==> src/rtl/smb_pec_pkg.sv <==
package smb_pec_pkg;
  localparam logic [7:0] CRC_POLY = 8'h07;

  // MSB-first byte update, unreflected
  function automatic logic [7:0] crc8_upd(input logic [7:0] crc, input logic [7:0] d,
                                          input logic [7:0] poly);
    logic [7:0] c;
    c = crc ^ d;
    for (int k = 0; k < 8; k++) begin
      c = c[7] ? ({c[6:0], 1'b0} ^ poly) : {c[6:0], 1'b0};
    end
    return c;
  endfunction
endpackage

==> src/rtl/smb_pec_crc_reg.sv <==
module smb_pec_crc_reg
  import smb_pec_pkg::*;
#(
  parameter logic [7:0] POLY = CRC_POLY
) (
  input  logic       clk_i,
  input  logic       rst_ni,
  input  logic       clr_i,
  input  logic       upd_i,
  input  logic [7:0] data_i,
  output logic [7:0] crc_o
);
  logic [7:0] crc_q;
  logic [7:0] base;
  logic [7:0] nxt;

  assign base = clr_i ? 8'h00 : crc_q;

  always_comb nxt = crc8_upd(base, data_i, POLY);

  always_ff @(posedge clk_i or negedge rst_ni) begin
    if (!rst_ni)    crc_q <= 8'h00;
    else if (upd_i) crc_q <= nxt;
    else if (clr_i) crc_q <= 8'h00;
  end

  assign crc_o = crc_q;

  AST_IDLE_HOLD: assert property (@(posedge clk_i) disable iff (!rst_ni)
    (!clr_i && !upd_i) |=> $stable(crc_q));
  AST_CLR_ZERO: assert property (@(posedge clk_i) disable iff (!rst_ni)
    (clr_i && !upd_i) |=> (crc_q == 8'h00));
endmodule

==> src/rtl/smb_pec_frame_ctl.sv <==
module smb_pec_frame_ctl #(
  parameter int LEN_W = 8
) (
  input  logic             clk_i,
  input  logic             rst_ni,
  input  logic             sof_i,
  input  logic             rd_mode_i,
  input  logic             byte_vld_i,
  input  logic [7:0]       byte_i,
  input  logic             eom_i,
  input  logic [LEN_W-1:0] exp_len_i,
  input  logic [7:0]       crc_cur_i,
  output logic             fold_o,
  output logic             done_o,
  output logic             pec_present_o,
  output logic             pec_err_o
);
  localparam int CNT_W = LEN_W + 1;
  localparam logic [CNT_W-1:0] CNT_MAX = {CNT_W{1'b1}};

  logic [CNT_W-1:0] cnt_q, idx;
  logic             rd_q, seen_q, bad_q;
  logic             rd_eff, seen_eff, bad_eff;
  logic             is_chk, seen_nxt, bad_nxt;
  logic [7:0]       ref_crc;
  logic [CNT_W-1:0] len_ext;

  assign len_ext  = {1'b0, exp_len_i};
  assign idx      = sof_i ? '0 : cnt_q;
  assign rd_eff   = sof_i ? rd_mode_i : rd_q;
  assign seen_eff = sof_i ? 1'b0 : seen_q;
  assign bad_eff  = sof_i ? 1'b0 : bad_q;
  assign ref_crc  = sof_i ? 8'h00 : crc_cur_i;

  assign fold_o   = byte_vld_i && (rd_eff || (idx < len_ext));
  assign is_chk   = byte_vld_i && !rd_eff && (idx == len_ext);
  assign seen_nxt = seen_eff || is_chk;
  assign bad_nxt  = bad_eff || (is_chk && (byte_i != ref_crc));

  always_ff @(posedge clk_i or negedge rst_ni) begin
    if (!rst_ni) begin
      cnt_q  <= '0;
      rd_q   <= 1'b0;
      seen_q <= 1'b0;
      bad_q  <= 1'b0;
    end else begin
      rd_q   <= rd_eff;
      seen_q <= seen_nxt;
      bad_q  <= bad_nxt;
      if (byte_vld_i && idx != CNT_MAX) cnt_q <= idx + 1'b1;
      else                              cnt_q <= idx;
    end
  end

  always_ff @(posedge clk_i or negedge rst_ni) begin
    if (!rst_ni) begin
      done_o        <= 1'b0;
      pec_present_o <= 1'b0;
      pec_err_o     <= 1'b0;
    end else begin
      done_o        <= eom_i;
      pec_present_o <= eom_i && seen_nxt;
      pec_err_o     <= eom_i && seen_nxt && bad_nxt;
    end
  end

  AST_ERR_NEEDS_PEC: assert property (@(posedge clk_i) disable iff (!rst_ni)
    pec_err_o |-> (pec_present_o && done_o));
  AST_DONE_PULSE: assert property (@(posedge clk_i) disable iff (!rst_ni)
    !eom_i |=> (!done_o && !pec_present_o && !pec_err_o));
  AST_RD_NO_PEC: assert property (@(posedge clk_i) disable iff (!rst_ni)
    (eom_i && rd_eff) |=> (!pec_present_o && !pec_err_o));
  AST_CNT_SAT: assert property (@(posedge clk_i) disable iff (!rst_ni)
    (!sof_i && cnt_q == CNT_MAX) |=> (cnt_q == CNT_MAX));
endmodule

==> src/rtl/smb_pec_engine.sv <==
module smb_pec_engine
  import smb_pec_pkg::*;
#(
  parameter int         LEN_W = 8,
  parameter logic [7:0] POLY  = CRC_POLY
) (
  input  logic             clk_i,
  input  logic             rst_ni,
  input  logic             sof_i,
  input  logic             rd_mode_i,
  input  logic             byte_vld_i,
  input  logic [7:0]       byte_i,
  input  logic             eom_i,
  input  logic [LEN_W-1:0] exp_len_i,
  output logic [7:0]       crc_o,
  output logic             done_o,
  output logic             pec_present_o,
  output logic             pec_err_o
);
  logic fold;

  smb_pec_frame_ctl #(.LEN_W(LEN_W)) u_frame (
    .clk_i        (clk_i),
    .rst_ni       (rst_ni),
    .sof_i        (sof_i),
    .rd_mode_i    (rd_mode_i),
    .byte_vld_i   (byte_vld_i),
    .byte_i       (byte_i),
    .eom_i        (eom_i),
    .exp_len_i    (exp_len_i),
    .crc_cur_i    (crc_o),
    .fold_o       (fold),
    .done_o       (done_o),
    .pec_present_o(pec_present_o),
    .pec_err_o    (pec_err_o)
  );

  smb_pec_crc_reg #(.POLY(POLY)) u_crc (
    .clk_i (clk_i),
    .rst_ni(rst_ni),
    .clr_i (sof_i),
    .upd_i (fold),
    .data_i(byte_i),
    .crc_o (crc_o)
  );

  AST_FOLD_NEEDS_BYTE: assert property (@(posedge clk_i) disable iff (!rst_ni)
    (!byte_vld_i && !sof_i) |=> $stable(crc_o));
endmodule

==> config.mk <==
export PLATFORM = sky130hd
export DESIGN_NAME = smb_pec_engine
export DESIGN_NICKNAME = d
export VERILOG_FILES = /design/src/rtl/smb_pec_pkg.sv /design/src/rtl/smb_pec_crc_reg.sv /design/src/rtl/smb_pec_frame_ctl.sv /design/src/rtl/smb_pec_engine.sv
export SDC_FILE = /design/constraint.sdc
export NUM_CORES = 1
export LEC_CHECK = 0
export BUFFER_PORTS_ARGS = -buffer_cell sky130_fd_sc_hd__buf_4
export CAP_MARGIN = 15
export CORE_MARGIN = 2
export CORE_UTILIZATION = 45
export DETAILED_ROUTE_END_ITERATION = 16
export PLACE_DENSITY = 0.67
export SYNTH_ARGS = -nofsm -noshare
export SYNTH_HDL_FRONTEND = slang
export SYNTH_SLANG_ARGS = --single-unit
==> constraint.sdc <==
create_clock -name clk_i -period 2.4 [get_ports clk_i]
set_input_delay 0.48 -clock clk_i [delete_from_list [all_inputs] [get_ports clk_i]]
set_output_delay 0.48 -clock clk_i [all_outputs]
set_load 0.01 [all_outputs]
# == Word-level counts from Yosys, hierarchy flattened ==
# Index checks and enable logic that the tools add are counted.
# totals
register_bits,23
input_bits,22
out_inout_bits,11
word_cells,48
# classes
add_sub_neg,1
order_cmp,1
n_eq_ne,3
n_mux,15
bitwise_logic,9
n_reduce_logical,11
# op_table
cell,n
3-bit two-way mux,8
3-bit NOT,8
9-bit two-way mux,2
8-bit two-way mux,2
9-bit by 1-bit adder with 9-bit output (second input constant),1
9-bit by 8-bit equality test with 1-bit output,1
9-bit by 8-bit less-than comparator with 1-bit output,1
9-bit != test (second input constant),1
8-bit != test,1
8-bit bitwise XOR,1
1-bit logical AND,7
1-bit logical OR,3
1-bit two-way mux,3
1-bit logical NOT,1

# == Logic depth before layout (Yosys ltp) ==
# Gate-level depths: netlist (run 1).
# depth
ltp_word,19
mapped_depth,15
ltp_nobuf,12

# == By module ==
# From an unflattened synthesis (run 1), not the netlist that was laid out.
# unflattened
hier_cells,180
hier_area_um2,1720.4
# by_module_without_submodules
mod,instances,cells_each,area_per_inst_um2,seq_area_each_um2
smb_pec_frame_ctl,1,120,1114.8,375.4
smb_pec_crc_reg,1,60,605.6,200.2

# == Worst setup path after synthesis (run 1) ==
# No wires, ideal clock.
# synth_timing
kind,input-to-reg
from,input port sof_i
to,register u_frame.cnt_q[7]
setup_ps,128
t_arrival_ps,2407
required_time_ps,2272
slack_ps,-134
stages,15
path_buffers,3
cell_sequence,buf_4 buf_2 inv_2 nand2_1 inv_1 ha_1 nand3_1 nor2_1 ha_1 nor2b_1 clkbuf_1 and4_1 and3_1 nand3_1 xnor2_1
# synth_between
elab_chain_cells,4
elab_cells_between_ends,5
classes_between,1 x add/sub; 1 x eq/ne; 2 x mux; 1 x reduce/logical
# synth_lines
element,line_no,source
from (decl),smb_pec_engine.sv:9,"input logic sof_i,"
9-bit two-way mux *,smb_pec_frame_ctl.sv:29,assign idx = sof_i ? '0 : cnt_q;
branches (longest 2 deep; another with 9-bit by 1-bit adder with 9-bit output),-,
9-bit two-way mux *,smb_pec_frame_ctl.sv:50,if (byte_vld_i && idx != CNT_MAX) cnt_q <= idx + 1'b1;
to (signal assigned),smb_pec_frame_ctl.sv:50,
to (signal assigned),smb_pec_frame_ctl.sv:51,else cnt_q <= idx;
to (decl),smb_pec_frame_ctl.sv:21,"logic [CNT_W-1:0] cnt_q, idx;"
# Every way passes the cells marked *.

# == Worst setup path in the final report (run 1) ==
# layout_timing
from,register u_frame.cnt_q[6]
to,"register u_crc.crc_q[7], in the netlist u_crc.crc_o[7]"
# layout_between
elab_chain_cells,5
# layout_lines
element,line_no,source
9-bit two-way mux,smb_pec_frame_ctl.sv:29,
9-bit by 8-bit less-than comparator with 1-bit output,smb_pec_frame_ctl.sv:35,assign fold_o = byte_vld_i && (rd_eff || (idx < len_ext));
1-bit logical OR,smb_pec_frame_ctl.sv:35,
1-bit logical AND,smb_pec_frame_ctl.sv:35,
8-bit two-way mux,smb_pec_crc_reg.sv:23,else if (upd_i) crc_q <= nxt;
to (signal assigned),smb_pec_crc_reg.sv:23,
to (decl),smb_pec_crc_reg.sv:13,logic [7:0] crc_q;
# Every way passes these cells.

==> impl_metrics.tcl, run 1 <==
set metrics [dict create \
    status "complete, no violations" \
    drtIter0Drc 53 \
    cts_buffer_depth 2 \
    ys_ff_latch 23 \
    maxCapViolCount 0 \
    synth_top_cell_by_area "dfrtp_1" \
    grt_pass1_vias 1261 \
    max_freq_ghz 0.4570 \
    ant_nets 0 \
    areaGrowthSynthToFinish_pct 23.75 \
    grt_pass1_wl_mm 5.623 \
    dr.pass1.iters 4 \
    cts_sinks 23 \
    cp_data_arrival_time_ps 2410 \
    fin_skew_ps 1.664 \
    synth_most_common_cell "dfrtp_1" \
    async_flop_share_pct 100.0 \
    yosys.cell_types.count 43 \
    place_inst 235 \
    ys_seq_area_share_pct 34.90 \
    worst_pin_slew_ps 467.2 \
    antenna_found_initial 0 \
    p_leak_nw 1.038 \
    die_h_um 64.54 \
    cts_hold_buf 0 \
    nets 227 \
    finalSetupViolations 0 \
    ir_drop_v 0.0002622 \
    cts_root_buf "clkbuf_4" \
    startpoint_type "flop" \
    port_buffers 32 \
    routed_wl_mm 3.239 \
    synth_cells 151 \
    yosys.area.top_type_share_pct 34.90 \
    boundaryPins 33 \
    die_area_mm2 0.004165 \
    path_class "flop to flop" \
    synth-edff-count 0 \
    grt_max_degree 24 \
    clock_latency_ps 310 \
    cts_buffers 3 \
    die_w_um 64.54 \
    h-tree-depth 1 \
    ys_warn_count 0 \
    drive_above_1_share_pct 32.12 \
    hold_path.class "input port to asynchronous set/reset pin" \
    synth_area_leaders "dfrtp_1, ha_1, xnor2_1, xor2_1, xnor3_1" \
    hold_viol_final 0 \
    slew_headroom_pct 68.74 \
    cts.clk_slew.worst_paths_ps 140 \
    drt-wirelength-per-cell_um 13.55 \
    core_area_mm2 0.003416 \
    synth_area_mm2 0.001649 \
    fin_crit_sh_pct 91.17 \
    start_util_pct 48.28 \
    layout.cells.non_filler 239 \
    drv_slew 0 \
    post_cts_buffers 0 \
    drc 0 \
    gp_congestion 0.7814 \
    cts_tree "built" \
    antenna_cells 0 \
    avgSynthCellArea_um2 10.92 \
    grt.total_usage_pct 17.25 \
    synth_ff_type "dfrtp_1" \
    synth_common_cells "dfrtp_1, nor2b_1, xnor2_1" \
    rsz0062_at_grt "false" \
    p_per_area_mw_per_mm2 661.5 \
    grt_overflow 0 \
    fin_crit_ps 2188 \
    row_count 21 \
    crit_path_end_kind "flop" \
    num_vias 1206 \
    vias_per_cell 5.046 \
    synth_nets 184 \
    hpwl_mm 2.665 \
    cp_data_required_time_ps 2620 \
    cts_resized 0 \
    num-fill-cells 313 \
    total_power_mw 1.350 \
    path_max_fanout 5 \
]
[area by class of cell]
class	instances	area (um^2)	share of cell area, %
inverters	13	48.80	2.391
repair buffers	41	307.8	15.08
clock buffers	3	22.52	1.104
multi-input cells	112	1021	50.03
flip-flops and latches	23	575.6	28.20
clock inverters	1	7.507	0.3679
well taps	46	57.56	2.820
[sequential cells by signal, summed over array words and instances, names as in the netlist]
register               count
u_frame.cnt_q              9
u_frame.seen_q             1
u_frame.bad_q              1
u_frame.pec_err_o          1
u_crc.crc_o                8
u_frame.pec_present_o      1
u_frame.done_o             1
u_frame.rd_q               1
[kinds of logic after synthesis]
| logic type | synth area share [%] |
|---|---|
| AO/OA/AOI/OAI | 11.53 |
| XOR/XNOR | 23.82 |
| adder cells (fa/ha/maj) | 8.346 |
| buffers and inverters | 3.945 |
| flip-flops | 34.90 |
| multiplexers | 3.187 |
| AND/OR/NAND/NOR | 14.26 |
[metal layers]
layer / up-vias / track usage (%) / part of all wire, %
li1: 601 / - / -
met5: - / 0 / 0
met2: 29 / 31.38 / 49
met3: 4 / 2.431 / 4.4
met4: 0 / 5.053 / 1.6
met1: 572 / 21.13 / 45
[cells in the final DEF (no fill, tap or decap), types with 4 or more instances in the layout]
master,netlist,layout
xnor3_1,4,4
inv_1,11,11
xor2_1,12,12
nor2b_1,13,12
nand2_1,6,6
nor2_1,6,6
buf_4,1,41
xnor2_1,13,13
dfrtp_1,23,23
nand4_1,4,4
ha_1,11,11
[worst max-delay path: stages (launching register included)]
cell and delay (ps):
dfrtp_1 430, nor2b_2 170, ha_1 290, a21o_1 160, a211oi_1 350, o21ai_2 170
a31oi_4 190, mux2_1 330
[power by group]
part           switching (mW)  leakage [nW]  internal (mW)  total, mW
clock network           0.129        0.0139         0.0635      0.193
logic                   0.292         0.722          0.362      0.655
registers              0.0438         0.302          0.459      0.503
total                   0.465          1.04          0.885       1.35
[worst paths after layout]
kind	to	slack [ps]	from	cells past startpoint
worst max-delay path	u_crc.crc_o[7]$_DFF_PN0_	210	u_frame.cnt_q[6]$_DFF_PN0_	7
worst min-delay path	u_frame.done_o$_DFF_PN0_	30	rst_ni	1
worst max register to register	u_crc.crc_o[7]$_DFF_PN0_	210	u_frame.cnt_q[6]$_DFF_PN0_	7
worst min register to register	u_frame.seen_q$_DFF_PN0_	530	u_frame.seen_q$_DFF_PN0_	1
max in group asynchronous	u_frame.cnt_q[3]$_DFF_PN0_	2140	rst_ni	1
min in group clk_i	u_frame.done_o$_DFF_PN0_	270	eom_i	1
[stage by stage]
step	setup slack [ps]	hold slack (ps)	utilization [%]	TNS [ps]	cell area (um^2)
floorplan	4.873	184.4	-	0	1663
global placement	13.70	393.0	58.68	0	2004
detailed placement	-18.20	395.4	58.68	-18.20	2004
finish	211.8	29.68	59.74	0	2041
global route	58.48	19.53	59.74	0	2041
CTS	212.9	33.24	59.56	0	2034
Power figures use the tool's default switching activity.
==> run 2, diff against run 1 <==
--- a/config.mk
+++ b/config.mk
@@ -5,12 +5,12 @@
 export SDC_FILE = /design/constraint.sdc
 export NUM_CORES = 1
 export LEC_CHECK = 0
+export ABC_AREA = 1
 export BUFFER_PORTS_ARGS = -buffer_cell sky130_fd_sc_hd__buf_4
 export CAP_MARGIN = 15
 export CORE_MARGIN = 2
-export CORE_UTILIZATION = 45
+export CORE_UTILIZATION = 27
 export DETAILED_ROUTE_END_ITERATION = 16
-export PLACE_DENSITY = 0.67
 export SYNTH_ARGS = -nofsm -noshare
 export SYNTH_HDL_FRONTEND = slang
 export SYNTH_SLANG_ARGS = --single-unit
==> impl_metrics.tcl, run 2 <==
set metrics [dict create \
    drt-wirelength-per-cell_um 11.27 \
    synth_ff_type "dfrtp_1" \
    final_common_cell "nand2_1" \
    die_area_mm2 0.007629 \
    grt_pass1_vias 1538 \
    antenna_found_initial 0 \
    fin_setup_tns_ps 0 \
    slew_headroom_pct 77.44 \
    cts_buffer_depth 2 \
    cts_root_buf "clkbuf_8" \
    dr.pass1.iters 4 \
    largest_register_ffs 9 \
    fin_crit_ps 2040 \
    grt_max_degree 24 \
    cp_slowest_stage_delay_ps 390 \
    layout.cells.non_filler 359 \
    synthXorXnorAreaFrac_pct 12.01 \
    hold_path.class "input port to asynchronous set/reset pin" \
    hpwl_mm 3.260 \
    synth_common_cells "nand2_1, inv_1, dfrtp_1" \
    grt_pass1_wl_mm 6.941 \
    areaGrowthSynthToFinish_pct 18.55 \
    cts_hold_buf 0 \
    synth_adder_area_share_pct 7.338 \
    avgSynthCellArea_um2 7.624 \
    ys_seq_area_share_pct 30.69 \
    synth_mux_area_share_pct 0 \
    fin_skew_ps 4.180 \
    crit_buf_inv 2 \
    nets 313 \
    drtIter0Drc 79 \
    hold_ws_ps 97.16 \
    place_inst 355 \
    layout_common_cells "nand2_1, inv_1, buf_4" \
    cts_tree "built" \
    fin_util_pct 32.91 \
    cts_buffers 3 \
    synth-compound-area-share_pct 2.869 \
    synth_nets 279 \
    cts_resized 0 \
    drive_above_1_share_pct 24.37 \
    finalSetupViolations 0 \
    rsz0062_at_grt "false" \
    fin_area_mm2 0.002223 \
    max_freq_ghz 0.4903 \
    synth_area_leaders "dfrtp_1, nand2_1, ha_1, inv_1, nand3_1" \
    p_per_area_mw_per_mm2 608.8 \
    ys_ff_latch 23 \
    cp_data_required_time_ps 2560 \
    drc 0 \
    cp_cell_sequence "inv_1, nor2_1, ha_1, nand4_1, nor3_1, ha_1, nor2_4, nand4_1, nor2_1, nand3_1, xor2_1, inv_1" \
    grt_overflow 0 \
    synth_cells 246 \
    synth_top_cell_by_area "dfrtp_1" \
    synth_top_family_by_area "simple AND/OR/NAND/NOR gates" \
    crit_slowest_cell "dfrtp_1" \
    antenna_cells 0 \
    num-fill-cells 730 \
    boundaryPins 33 \
    die_w_um 87.35 \
    h-tree-depth 1 \
    grt.total_usage_pct 11.39 \
    vias_per_cell 4.357 \
    routed_wl_mm 4.046 \
    place_area_mm2 0.002177 \
    start_util_pct 27.76 \
    cts.clk_slew.worst_paths_ps 80 \
    path_class "flop to flop" \
    cp_data_arrival_time_ps 2200 \
    startpoint_type "flop" \
    status "complete, no violations" \
    post_cts_buffers 0 \
    synth-edff-count 0 \
    die_h_um 87.35 \
    yosys.cell_types.count 31 \
    worst_pin_slew_ps 335.9 \
    num_vias 1564 \
    cts_sinks 23 \
    yosys.area_share.simple_pct 35.96 \
    cp_top_family "simple AND/OR/NAND/NOR gates" \
    hold_viol_final 0 \
    ys_warn_count 0 \
    largest-register "u_frame.cnt_q" \
    yosys.area.top_type_share_pct 30.69 \
    core_area_mm2 0.006756 \
    row_count 30 \
    fin_crit_sh_pct 84.98 \
    async_flop_share_pct 100.0 \
    synth_area_mm2 0.001876 \
    crit_path_end_kind "flop" \
    synth_most_common_cell "nand2_1" \
    maxCapViolCount 0 \
    ant_nets 0 \
    port_buffers 32 \
    drv_slew 0 \
    p_leak_nw 1.302 \
    path_max_fanout 7 \
    clock_latency_ps 260 \
    ir_drop_v 0.0004216 \
    gp_congestion 0.8239 \
]
==> run 2: changes by cell type after synthesis, moves of 5 or more <==
cell / change
inv_1: +24
nand2_1: +77
nand2_2: +5
nand2_4: +7
nand3_1: +18
nor2_1: +6
nor2b_1: -13
xnor2_1: -10
==> run 2: final timing paths <==
path,end,slack (ps),start,cells after the start
worst max-delay path,u_frame.cnt_q[7]$_DFF_PN0_,360,u_frame.cnt_q[1]$_DFF_PN0_,12
worst min-delay path,u_frame.cnt_q[4]$_DFF_PN0_,100,rst_ni,1
worst max register to register,u_frame.cnt_q[7]$_DFF_PN0_,360,u_frame.cnt_q[1]$_DFF_PN0_,12
worst min register to register,u_frame.seen_q$_DFF_PN0_,490,u_frame.seen_q$_DFF_PN0_,2
max in group asynchronous,u_frame.cnt_q[8]$_DFF_PN0_,2060,rst_ni,1
min in group clk_i,u_frame.done_o$_DFF_PN0_,330,eom_i,1
==> run 2: layer usage <==
layer / GRT usage [%] / vias to the layer above / part of all wire [%]
met3: 2.275 / 2 / 3.5
li1: - / 823 / -
met1: 15.71 / 708 / 52
met5: 0 / - / 0
met4: 1.399 / 0 / 0.30
met2: 18.94 / 31 / 45
==> run 2: cells by family (layout without fill, tap and decap cells) <==
group | after synthesis | after routing
AO/OA/AOI/OAI | 9 | 9
XOR/XNOR | 18 | 18
adder cells (fa/ha/maj) | 11 | 11
buffers and inverters | 45 | 78
flip-flops | 23 | 23
AND/OR/NAND/NOR | 140 | 140
==> run 2: layout make-up <==
type                       count  area (um^2)  share of cell area [%]
clock buffer                   3        41.29                   1.857
clock inverter                 1        5.005                  0.2251
inverter                      42        170.2                   7.653
multi-input combinational    178         1091                   49.07
sequential                    23        575.6                   25.89
tap                           80        100.1                   4.502
timing repair buffer          32        240.2                   10.80
==> run 2: per-stage QoR <==
step	setup WS (ps)	power (mW)
2_1_floorplan	336.0	0.9286
3_3_place_gp	111.0	1.115
3_5_place_dp	67.61	1.123
4_1_cts	356.0	1.378
5_1_grt	184.8	1.468
6_report	360.5	1.354
==> run 2: power by group <==
part	internal [mW]	leakage (nW)	switching [mW]
sequential	0.444	0.304	0.0576
clock	0.116	0.0255	0.126
combinational	0.271	0.972	0.339
